[src/rtl/poll_arb_pkg.sv]
package poll_arb_pkg;
  typedef enum logic [1:0] {
    ST_IDLE = 2'd0,
    ST_SCAN = 2'd1,
    ST_HOLD = 2'd2
  } arbState_t;

  typedef struct packed {
    logic loadStart;
    logic stepCount;
    logic freeze;
  } ctrlStrobe_t;
endpackage

[src/rtl/poll_ctrl.sv]
module poll_ctrl
  import poll_arb_pkg::*;
(
  input  logic        clk,
  input  logic        rstN,
  input  logic        reqLine,
  input  logic        busyLine,
  output ctrlStrobe_t strobe,
  output logic        pollActive
);
  arbState_t state, stateNext;

  always_comb begin
    stateNext = state;
    strobe    = '0;
    case (state)
      ST_IDLE: if (reqLine && !busyLine) begin
        strobe.loadStart = 1'b1;
        stateNext        = ST_SCAN;
      end
      ST_SCAN: begin
        if (busyLine) begin
          strobe.freeze = 1'b1;
          stateNext     = ST_HOLD;
        end else if (!reqLine) begin
          stateNext = ST_IDLE;
        end else begin
          strobe.stepCount = 1'b1;
        end
      end
      ST_HOLD: if (!busyLine) stateNext = ST_IDLE;
      default: stateNext = ST_IDLE;
    endcase
  end

  always_ff @(posedge clk) begin
    if (!rstN) state <= ST_IDLE;
    else       state <= stateNext;
  end

  assign pollActive = (state == ST_SCAN) && !busyLine;

  AST_ABORT_IDLE: assert property (@(posedge clk) disable iff (!rstN)
    (state == ST_SCAN && !reqLine && !busyLine) |=> (state == ST_IDLE));
  AST_SCAN_NEEDS_REQ: assert property (@(posedge clk) disable iff (!rstN)
    (state == ST_IDLE && !(reqLine && !busyLine)) |=> (state == ST_IDLE));
endmodule

[src/rtl/poll_datapath.sv]
module poll_datapath
  import poll_arb_pkg::*;
#(
  parameter int NUM_DEV = 4,
  localparam int PW = $clog2(NUM_DEV + 1)
) (
  input  logic          clk,
  input  logic          rstN,
  input  logic          rrMode,
  input  ctrlStrobe_t   strobe,
  output logic [PW-1:0] pollCount
);
  localparam logic [PW-1:0] LAST_ADDR = PW'(NUM_DEV);
  localparam logic [PW-1:0] FIRST_ADDR = PW'(1);

  logic [PW-1:0] savedPos;
  logic [PW-1:0] startVal;
  logic [PW-1:0] countInc;
  logic [PW-1:0] countDec;

  assign countInc = (pollCount == LAST_ADDR) ? FIRST_ADDR : pollCount + FIRST_ADDR;
  assign countDec = (pollCount == FIRST_ADDR) ? LAST_ADDR : pollCount - FIRST_ADDR;
  assign startVal = rrMode ? ((savedPos == LAST_ADDR) ? FIRST_ADDR : savedPos + FIRST_ADDR)
                           : FIRST_ADDR;

  always_ff @(posedge clk) begin
    if (!rstN) begin
      pollCount <= FIRST_ADDR;
      savedPos  <= LAST_ADDR;
    end else if (strobe.loadStart) begin
      pollCount <= startVal;
    end else if (strobe.stepCount) begin
      pollCount <= countInc;
    end else if (strobe.freeze) begin
      pollCount <= countDec;
      savedPos  <= countDec;
    end
  end

  AST_COUNT_RANGE: assert property (@(posedge clk) disable iff (!rstN)
    (pollCount >= FIRST_ADDR) && (pollCount <= LAST_ADDR));
  AST_SAVED_STABLE: assert property (@(posedge clk) disable iff (!rstN)
    !strobe.freeze |=> $stable(savedPos));
endmodule

[src/rtl/poll_dev_cells.sv]
module poll_dev_cells #(
  parameter int NUM_DEV = 4,
  localparam int PW = $clog2(NUM_DEV + 1)
) (
  input  logic               clk,
  input  logic               rstN,
  input  logic [NUM_DEV-1:0] devReq,
  input  logic               pollActive,
  input  logic [PW-1:0]      pollBus,
  output logic [NUM_DEV-1:0] grantVec,
  output logic [PW-1:0]      ownerId
);
  for (genvar i = 0; i < NUM_DEV; i++) begin : g_cell
    localparam logic [PW-1:0] MY_ADDR = PW'(i + 1);
    logic hit;
    assign hit = pollActive && (pollBus == MY_ADDR) && devReq[i];
    always_ff @(posedge clk) begin
      if (!rstN)            grantVec[i] <= 1'b0;
      else if (grantVec[i]) grantVec[i] <= devReq[i];
      else                  grantVec[i] <= hit;
    end
  end

  always_comb begin
    ownerId = '0;
    for (int k = 0; k < NUM_DEV; k++)
      if (grantVec[k]) ownerId = ownerId | PW'(k + 1);
  end

  AST_ONE_OWNER: assert property (@(posedge clk) disable iff (!rstN)
    $onehot0(grantVec));
  AST_GRANT_NEEDS_REQ: assert property (@(posedge clk) disable iff (!rstN)
    (grantVec == '0) |=> ((grantVec & ~$past(devReq)) == '0));
  AST_HOLD_WHILE_REQ: assert property (@(posedge clk) disable iff (!rstN)
    ((grantVec & devReq) != '0) |=> (grantVec == $past(grantVec)));
endmodule

[src/rtl/poll_arbiter.sv]
module poll_arbiter
  import poll_arb_pkg::*;
#(
  parameter int NUM_DEV = 4,
  localparam int PW = $clog2(NUM_DEV + 1)
) (
  input  logic               clk,
  input  logic               rstN,
  input  logic               rrMode,
  input  logic [NUM_DEV-1:0] devReq,
  output logic               reqLine,
  output logic               busyLine,
  output logic [PW-1:0]      pollBus,
  output logic               ownerValid,
  output logic [PW-1:0]      ownerId
);
  ctrlStrobe_t        strobe;
  logic               pollActive;
  logic [PW-1:0]      pollCount;
  logic [NUM_DEV-1:0] grantVec;

  assign reqLine    = |devReq;
  assign busyLine   = |grantVec;
  assign ownerValid = busyLine;
  assign pollBus    = pollActive ? pollCount : '0;

  poll_ctrl u_ctrl (
    .clk(clk), .rstN(rstN), .reqLine(reqLine), .busyLine(busyLine),
    .strobe(strobe), .pollActive(pollActive)
  );

  poll_datapath #(.NUM_DEV(NUM_DEV)) u_dp (
    .clk(clk), .rstN(rstN), .rrMode(rrMode), .strobe(strobe), .pollCount(pollCount)
  );

  poll_dev_cells #(.NUM_DEV(NUM_DEV)) u_cells (
    .clk(clk), .rstN(rstN), .devReq(devReq), .pollActive(pollActive),
    .pollBus(pollBus), .grantVec(grantVec), .ownerId(ownerId)
  );

  AST_BUSY_NO_POLL: assert property (@(posedge clk) disable iff (!rstN)
    busyLine |-> (pollBus == '0));
  AST_FREEZE_MATCH: assert property (@(posedge clk) disable iff (!rstN)
    $rose(busyLine) |=> (pollCount == ownerId));
  AST_PRIO_START: assert property (@(posedge clk) disable iff (!rstN)
    (strobe.loadStart && !rrMode) |=> (pollBus == PW'(1)));
  AST_DROP_STOPS: assert property (@(posedge clk) disable iff (!rstN)
    !reqLine |=> (pollBus == '0));
endmodule

[config.mk]
export PLATFORM = sky130hd
export DESIGN_NAME = poll_arbiter
export DESIGN_NICKNAME = d
export VERILOG_FILES = /design/src/rtl/poll_arb_pkg.sv /design/src/rtl/poll_ctrl.sv /design/src/rtl/poll_datapath.sv /design/src/rtl/poll_dev_cells.sv /design/src/rtl/poll_arbiter.sv
export SDC_FILE = /design/constraint.sdc
export NUM_CORES = 1
export LEC_CHECK = 0
export BUFFER_PORTS_ARGS = -buffer_cell sky130_fd_sc_hd__buf_2
export CAP_MARGIN = 40
export CORE_MARGIN = 2
export CORE_UTILIZATION = 52
export DETAILED_ROUTE_END_ITERATION = 6
export PLACE_DENSITY = 0.76
export SYNTH_ARGS = -nofsm -noshare
export SYNTH_HDL_FRONTEND = slang
export SYNTH_HIERARCHICAL = 1
export SYNTH_SLANG_ARGS = --single-unit
[constraint.sdc]
create_clock -name clk -period 2.61 [get_ports clk]
set_clock_uncertainty 0.2 [all_clocks]
set_input_delay 0.3915 -clock clk [delete_from_list [all_inputs] [get_ports clk]]
set_output_delay 0.3915 -clock clk [all_outputs]
set_load 0.1 [all_outputs]
Word level (Yosys, flattened, before mapping)
Index checks and enable logic that the tools add are counted.
{"block": "classes", "add_sub_neg": 3, "n_eq_ne": 12, "muxes": 27, "bitwise_logic": 2, "reduce_logical": 17}
{"operator": "$mux 3", "count": 9}
{"operator": "$mux 2", "count": 7}
{"operator": "$logic_and 1x1->1", "count": 10}
{"operator": "$mux 1", "count": 10}
{"operator": "$eq 3x3->1 const B", "count": 3}
{"operator": "$reduce_or 4->1", "count": 2}
{"operator": "$add 3x1->3 const B", "count": 2}
{"operator": "$eq 3x1->1 const B", "count": 2}
{"operator": "$eq 3x2->1 const B", "count": 2}
{"operator": "$pmux 2 s3", "count": 1}
{"operator": "$reduce_and 3->1", "count": 2}
{"operator": "$ne 3x3->1 const B", "count": 1}
{"operator": "$reduce_bool 3->1", "count": 1}
{"operator": "$sub 3x1->3 const B", "count": 1}
{"operator": "$eq 2x1->1 const B", "count": 1}
{"operator": "$eq 2x2->1 const B", "count": 1}
{"operator": "$logic_not 2->1", "count": 1}
{"operator": "$ne 2x1->1 const B", "count": 1}
{"operator": "$ne 2x2->1 const B", "count": 1}
{"operator": "$not 1->1", "count": 2}
{"operator": "$logic_not 1->1", "count": 1}
{"block": "totals", "register_bits": 12, "input_bits": 7, "word_cells": 68}

Longest topological paths before layout
Gate-level depths: netlist of the first run.
{"block": "logic_depth", "depth_word": 8, "mapped_depth": 8, "depth_no_buf": 7}

Cells and area by module
Netlist of the first run, hierarchy kept.
{"mod": "poll_datapath", "n_inst": 1, "cells_each": 58, "area_per_inst_um2": 461.7, "seq_area_each_um2": 120.1}
{"mod": "poll_dev_cells", "n_inst": 1, "cells_each": 18, "area_per_inst_um2": 181.4, "seq_area_each_um2": 80.1}
{"mod": "poll_ctrl", "n_inst": 1, "cells_each": 13, "area_per_inst_um2": 107.6, "seq_area_each_um2": 40.0}
{"mod": "poll_arbiter", "n_inst": 1, "cells_each": 6, "area_per_inst_um2": 41.3, "seq_area_each_um2": 0.0}

Worst setup path after synthesis of the first run
Ideal clock, no wire load.
{"block": "synth_timing", "path_type": "reg-to-reg", "start": "register u_cells.grantVec[1]", "end": "register u_cells.grantVec[1]", "setup_ns": 0.116, "arrival_time_ns": 2.965, "required_ns": 2.294, "path_slack_ns": -0.671, "stages_incl_launch_ff": 6, "n_path_buf": 0, "period_less_slack_ns": 3.281, "path_cell_list": "dfxtp_1 > or4_1 > nor2_1 > and2_1 > and4bb_1 > o211a_1"}
{"block": "synth_via", "elab_chain_len": 8}
{"item": "from (decl)", "line_no": "poll_dev_cells.sv:10", "text": "output logic [NUM_DEV-1:0] grantVec,"}
{"item": "from (signal, indexed assignment)", "line_no": "poll_dev_cells.sv:20", "text": "else grantVec[i] <= hit;"}
{"item": "$reduce_or 4->1", "line_no": "poll_arbiter.sv:23", "text": "assign busyLine = |grantVec;"}
{"item": "via busyLine", "line_no": "poll_arbiter.sv:12", "text": "output logic busyLine,"}
{"item": "$logic_not 1->1"}
{"item": "$logic_and 1x1->1", "line_no": "poll_ctrl.sv:41", "text": "assign pollActive = (state == ST_SCAN) && !busyLine;"}
{"item": "via pollActive", "line_no": "poll_arbiter.sv:18", "text": "logic pollActive;"}
{"item": "$mux 3", "line_no": "poll_arbiter.sv:25", "text": "assign pollBus = pollActive ? pollCount : '0;"}
{"item": "via pollBus[2]", "line_no": "poll_arbiter.sv:13", "text": "output logic [PW-1:0] pollBus,"}
{"item": "$eq 3x2->1", "line_no": "poll_dev_cells.sv:16", "text": "assign hit = pollActive && (pollBus == MY_ADDR) && devReq[i];"}
{"item": "$logic_and 1x1->1 (2 in series)", "line_no": "poll_dev_cells.sv:16"}
{"item": "$mux 1", "line_no": "poll_dev_cells.sv:19", "text": "else if (grantVec[i]) grantVec[i] <= devReq[i];"}
The timed path passes the listed nets, and every way through them passes these cells.
A chain may end at the register's enable or synchronous reset.

Final worst setup path of the first run
{"block": "layout_timing", "start": "register u_cells.grantVec[1]", "end": "output port pollBus[1]"}
{"block": "layout_via", "elab_chain_len": 4}
{"item": "$reduce_or 4->1", "line_no": "poll_arbiter.sv:23"}
{"item": "$logic_not 1->1"}
{"item": "$logic_and 1x1->1", "line_no": "poll_ctrl.sv:41"}
{"item": "via pollActive", "line_no": "poll_arbiter.sv:18"}
{"item": "$mux 3", "line_no": "poll_arbiter.sv:25"}
{"item": "to (decl)", "line_no": "poll_arbiter.sv:13"}
The timed path passes the listed nets, and every way through them passes these cells.

==> impl_metrics.csv, run 1 <==
group,metric,value,unit
status,status,"completed",
floorplan,pin_count,16,
clocking,cts_sinks,12,
timing,tns,0,ps
worst_setup_path,endpoint_kind,"primary output",
global_routing,grt_max_degree,13,
logic_synthesis,syn_area,792,µm²
timing,fin_crit_sh,0.921,
clocking,cts_buffer_depth,2,
timing,postLayoutSetupSlackWorst,207,ps
layout,insertedDiodeCount,0,
logic_synthesis,yosys.area.top_type,"dfxtp_1",
floorplan,core-area,1470,µm²
clocking,post_cts_buffers,0,
logic_synthesis,synth_fp_nets,108,
logic_synthesis,synth_seq_area_share,0.303,
detailed_routing,wl,1690,µm
worst_setup_path,crit_type,"reg -> out",
floorplan,core.rowCount,14,
place,dpl.hpwl,1340,µm
detailed_routing,first_iter_violations,29,
timing,worst_hold_slack,150,ps
global_routing,grt_usage,0.207,
layout,area_growth,20.2,%
detailed_routing,ant_nets,0,
clocking,cts_tree,"built",
global_routing,antenna_found_initial,0,
timing,finalHoldViolations,0,
layout,nets,125,
detailed_routing,wl_per_cell,13.4,µm
floorplan,die_h,43.0,µm
pwr,power,0.518,mW
logic_synthesis,ys_top_cells_by_count,"dfxtp_1, nand2_1, nor2_1, inv_1",
layout,stdcell_count,126,
logic_synthesis,synth-edff-count,0,
clocking,numCtsBuffers,3,
logic_synthesis,yosys.cell_types.count,36,
timing,worst_pin_slew,472,ps
worst_setup_path,cp.arrival,1810,ps
clocking,postCtsHoldBufs,0,
floorplan,start_util,0.538,
pwr,vdd_drop_max,254,µV
layout,regArea,240,µm²
flow_run,maxCapViolCount,0,
layout,layout-drive-gt1-share,0.300,
timing,slew_violations,0,
timing,min_period,2400,ps
logic_synthesis,postSynthAreaPerCell,8.34,µm²
pwr,powerDensity,544,nW/µm²
clocking,clkSlewWorstSetupHoldPaths,70,ps
timing,rsz0062_at_grt,"no",
worst_setup_path,critical_path.max_fanout,6,
timing,fmax,416,MHz
worst_setup_path,cp-start-kind,"register",
logic_synthesis,synth-async-reset-ratio,0,
logic_synthesis,ys_seq_elements,12,
place,port_buffers,15,
logic_synthesis,synthCells,95,
worst_setup_path,required,2020,ps
logic_synthesis,ys_top_cells_by_area,"dfxtp_1, ha_1, nand2_1",
timing,slew_headroom,0.683,
global_routing,grt_pass1_wl,2820,µm
floorplan,die_area,1850,µm²
global_routing,gr-total-overflow,0,
logic_synthesis,synth_ff_type,"dfxtp_1",
clocking,root_buffer,"clkbuf_4",
place,gp_congestion,0.876,
logic_synthesis,post-synth-top-count-cell,"dfxtp_1",
global_routing,grt_pass1_vias,706,
detailed_routing,vias,721,
timing,finalSetupViolCount,0,
layout,nFillCells,135,
detailed_routing,detail_route.first_pass.iterations,4,
detailed_routing,vias_per_cell,5.72,
clocking,cts.htree.levels,1,
place,place_inst,123,
layout,multiInputGateArea,512,µm²
pwr,leakage,0.455,nW
detailed_routing,drc,0,
floorplan,die_w,43.0,µm
clocking,clkLatencyLatePin,280,ps
place,post-place-ws,150,ps
hold_path,hold_path_class,"in -> reg",
logic_synthesis,ys.warnings.count,6,
logic_synthesis,synth_top_area_frac,0.303,
## critical path: stages, from the launching register on
cell	delay, ps
dfxtp_1	320
or4_4	580
nor2_2	210
and2_2	250
buf_12	190
## layout make-up
type	count	share of cell area
flip-flops and latches	12	0.252
multi-input cells	71	0.537
inverters	8	0.0315
clock buffers	3	0.0237
repair buffers	16	0.134
well taps	16	0.0210
## registers in the layout, indices dropped and copies added (netlist names)
register	count
u_dp/savedPos	3
u_dp/pollCount	3
u_ctrl/state	2
u_cells/grantVec	4
## path summary, 6_finish.rpt
check / from / end / slack, ps / cells after the start
worst max-delay path: u_cells/grantVec[1] / pollBus[1] / 210 / 4
worst min-delay path: devReq[3] / u_cells/grantVec[3] / 150 / 2
worst max register to register: u_cells/grantVec[1] / u_dp/pollCount[0] / 260 / 6
worst min register to register: u_ctrl/state[1] / u_ctrl/state[0] / 280 / 1
## cell usage in the layout (no fill, tap or decap), drive strengths merged, types with 3 or more instances in the layout
cell type	n
dfxtp	12
nand3	3
nor3	3
nor2	9
nand2	9
ha	6
and2	3
nor3b	4
inv	8
buf	16
clkbuf	3
a21oi	7
## report_power, final
part           leakage, nW  total, mW  internal, mW  switching, mW
Clock               0.0138      0.114        0.0535         0.0605
Combinational        0.343      0.200        0.0686          0.132
Sequential          0.0977      0.204         0.192         0.0116
Total                0.455      0.518         0.314          0.204
## through the flow
step            util  area [µm²]
2_1_floorplan      -         803
3_3_place_gp   0.628         925
3_5_place_dp   0.628         925
4_1_cts        0.644         947
5_1_grt        0.647         952
6_report       0.647         952
## cell families (layout without fill, tap and decap cells)
| family | Yosys count | count (layout) | synth area share |
|---|---|---|---|
| adders and majority gates | 6 | 6 | 0.0948 |
| and+or+nand+nor | 43 | 43 | 0.321 |
| buffers and inverters | 12 | 27 | 0.0711 |
| AOI/OAI and AO/OA | 21 | 21 | 0.197 |
| DFF | 12 | 12 | 0.303 |
| muxes | 1 | 1 | 0.0126 |
## layer usage
metal | vias up | GRT usage | share of wire
li1 | 362 | - | -
met1 | 326 | 0.202 | 0.40
met2 | 28 | 0.388 | 0.52
met3 | 5 | 0.0511 | 0.060
met4 | 0 | 0.115 | 0.021
met5 | - | 0 | 0
## repair_timing
| item | 4_1_cts | 5_1_grt |
|---|---|---|
| setup endpoints to repair | 0 | 3 |
| gates resized for setup | 0 | 2 |
| hold endpoints to repair | 0 | 0 |
(Power assumes the default switching activity.)
==> inputs of run 2 (changes only) <==
Settings changed: MAX_ROUTING_LAYER set to met4.
==> run 2 against run 1 <==
  * Non-clock buffer count unchanged
  * Clock power barely moved
  * Combinational power is essentially flat
  * Worst hold slack is essentially flat
  * Clock-buffer cell count is the same
  * Setup slack about the same
  * Largest power group unchanged
  * Sequential cell count unchanged
  * Final cell count stayed put
  * Utilization unchanged
  * Routed wire length unchanged
  * Register-to-register slack about the same
  * Total power barely moved
==> impl_metrics.csv, run 2 (same netlist as run 1, synthesis figures left out) <==
group,metric,value,unit
layout,final_cell_mix,"buf_2, dfxtp_1, nand2_1, inv_1, nor2_1",
worst_setup_path,endpoint,"pollBus[1]",
layout,largestRegisters,"u_cells/grantVec: 4 flops, u_dp/pollCount: 3 flops, u_dp/savedPos: 3 flops",
worst_setup_path,required,2020,ps
worst_setup_path,cp-startpoint,"u_cells/grantVec[1]",
timing,rsz0062_at_grt,"no",
timing,worst_pin_slew,472,ps
floorplan,die_area,1850,µm²
layout,stdcell_area,952,µm²
detailed_routing,drc,0,
layout,nets,125,
place,post-place-ws,150,ps
detailed_routing,vias,721,
global_routing,antenna_found_initial,0,
detailed_routing,wl_per_cell,13.4,µm
global_routing,grt_pass1_wl,2820,µm
layout,stdcell_count,126,
floorplan,pin_count,16,
place,dpl.hpwl,1340,µm
layout,nFillCells,135,
clocking,clkSlewWorstSetupHoldPaths,70,ps
worst_setup_path,cp.depth,4,
layout,final_core_util,0.647,
worst_setup_path,crit_type,"reg -> out",
status,status,"completed",
worst_setup_path,cp.buffers_inverters,1,
pwr,powerDensity,544,nW/µm²
global_routing,gr-total-overflow,0,
detailed_routing,ant_nets,0,
flow_run,maxCapViolCount,0,
clocking,root_buffer,"clkbuf_4",
global_routing,grt_pass1_vias,706,
worst_setup_path,worstPathCellList,"or4_4 > nor2_2 > and2_2 > buf_12",
pwr,vdd_drop_max,254,µV
timing,fin_crit_sh,0.921,
worst_setup_path,critical_path.max_fanout,6,
detailed_routing,wl,1690,µm
layout,top_register,"u_cells/grantVec",
layout,area_growth,20.2,%
clocking,cts.htree.levels,1,
worst_setup_path,cp_slowest_cell,"or4_4",
detailed_routing,first_iter_violations,29,
worst_setup_path,r2r_end,"u_dp/pollCount[0]",
timing,tns,0,ps
timing,postLayoutSetupSlackWorst,207,ps
floorplan,core-area,1470,µm²
timing,finalHoldViolations,0,
timing,slew_violations,0,
floorplan,die_w,43.0,µm
layout,insertedDiodeCount,0,
layout,largest_register_ff_count,4,
clocking,cts_sinks,12,
detailed_routing,detail_route.first_pass.iterations,4,
worst_setup_path,rrSetupSlack,260,ps
floorplan,die_h,43.0,µm
clocking,cts_tree,"built",
worst_setup_path,cp-start-kind,"register",
timing,slew_headroom,0.683,
place,port_buffers,15,
timing,fmax,416,MHz
detailed_routing,vias_per_cell,5.72,
clocking,numCtsBuffers,3,
worst_setup_path,endpoint_kind,"primary output",
place,placed_area,925,µm²
clocking,clkLatencyLatePin,280,ps
worst_setup_path,cpPeakStageDelay,580,ps
global_routing,grt_max_degree,13,
timing,min_period,2400,ps
worst_setup_path,rr_startpoint,"u_cells/grantVec[1]",
floorplan,core.rowCount,14,
worst_setup_path,cp.arrival,1810,ps
layout,layout-drive-gt1-share,0.300,
clocking,cts_buffer_depth,2,
pwr,leakage,0.455,nW
floorplan,start_util,0.538,
global_routing,grt_usage,0.212,
place,place_inst,123,
hold_path,hold_path_class,"in -> reg",
place,gp_congestion,0.891,
timing,finalSetupViolCount,0,
worst_setup_path,r2r_cells,6,
worst_setup_path,path_delay_family,"simple AND/OR/NAND/NOR gates",
## run 2: cell counts in the layout (fill, tap and decap cells not counted)
No cell type changed its count.
## run 2: worst register-to-register path, cell delays in order, from the launching register on
cell	delay, ps
dfxtp_1	320
or4_4	580
nand2b_4	170
nor3_1	380
nand2_1	160
a211oi_1	270
o311ai_0	140
## run 2: area by class of cell
type / instances / area (µm²) / area share
inverter: 8 / 30.0 / 0.0315
tap: 16 / 20.0 / 0.0210
multi-input combinational: 71 / 512 / 0.537
timing repair buffer: 16 / 128 / 0.134
clock buffer: 3 / 22.5 / 0.0237
sequential: 12 / 240 / 0.252
## run 2: metal layers
layer	wire length (µm)	track usage	vias to the layer above
met2	883	0.388	28
met3	101	0.0511	5
met1	669	0.202	326
met5	0	-	-
li1	-	-	362
met4	36	0.115	0
## run 2: worst min-delay path by stage
stage	start	end	slack, ps	cells after the start
after floorplan	u_ctrl/state[1]	u_ctrl/state[0]	220	1
after global placement	u_ctrl/state[1]	u_ctrl/state[0]	260	1
after detailed placement	u_ctrl/state[1]	u_ctrl/state[0]	260	1
after CTS	devReq[3]	u_cells/grantVec[3]	150	2
after global routing	devReq[3]	u_cells/grantVec[3]	140	2
final	devReq[3]	u_cells/grantVec[3]	150	2
## run 2: timing repair
item,4_1_cts,5_1_grt
setup endpoints to repair,0,3
hold buffers,0,0
resized for setup,0,2
buffers inserted,0,0
## run 2: power by group
part	total, mW	switching [mW]	internal [mW]
combinational	0.200	0.132	0.0686
sequential	0.204	0.0116	0.192
clock	0.114	0.0605	0.0535
total	0.518	0.204	0.314
## run 2: stage by stage
step / power [mW] / hold WS (ps)
floorplan: 0.354 / 223
CTS: 0.517 / 155
global placement: 0.400 / 256
global route: 0.550 / 143
detailed placement: 0.404 / 256
finish: 0.518 / 150
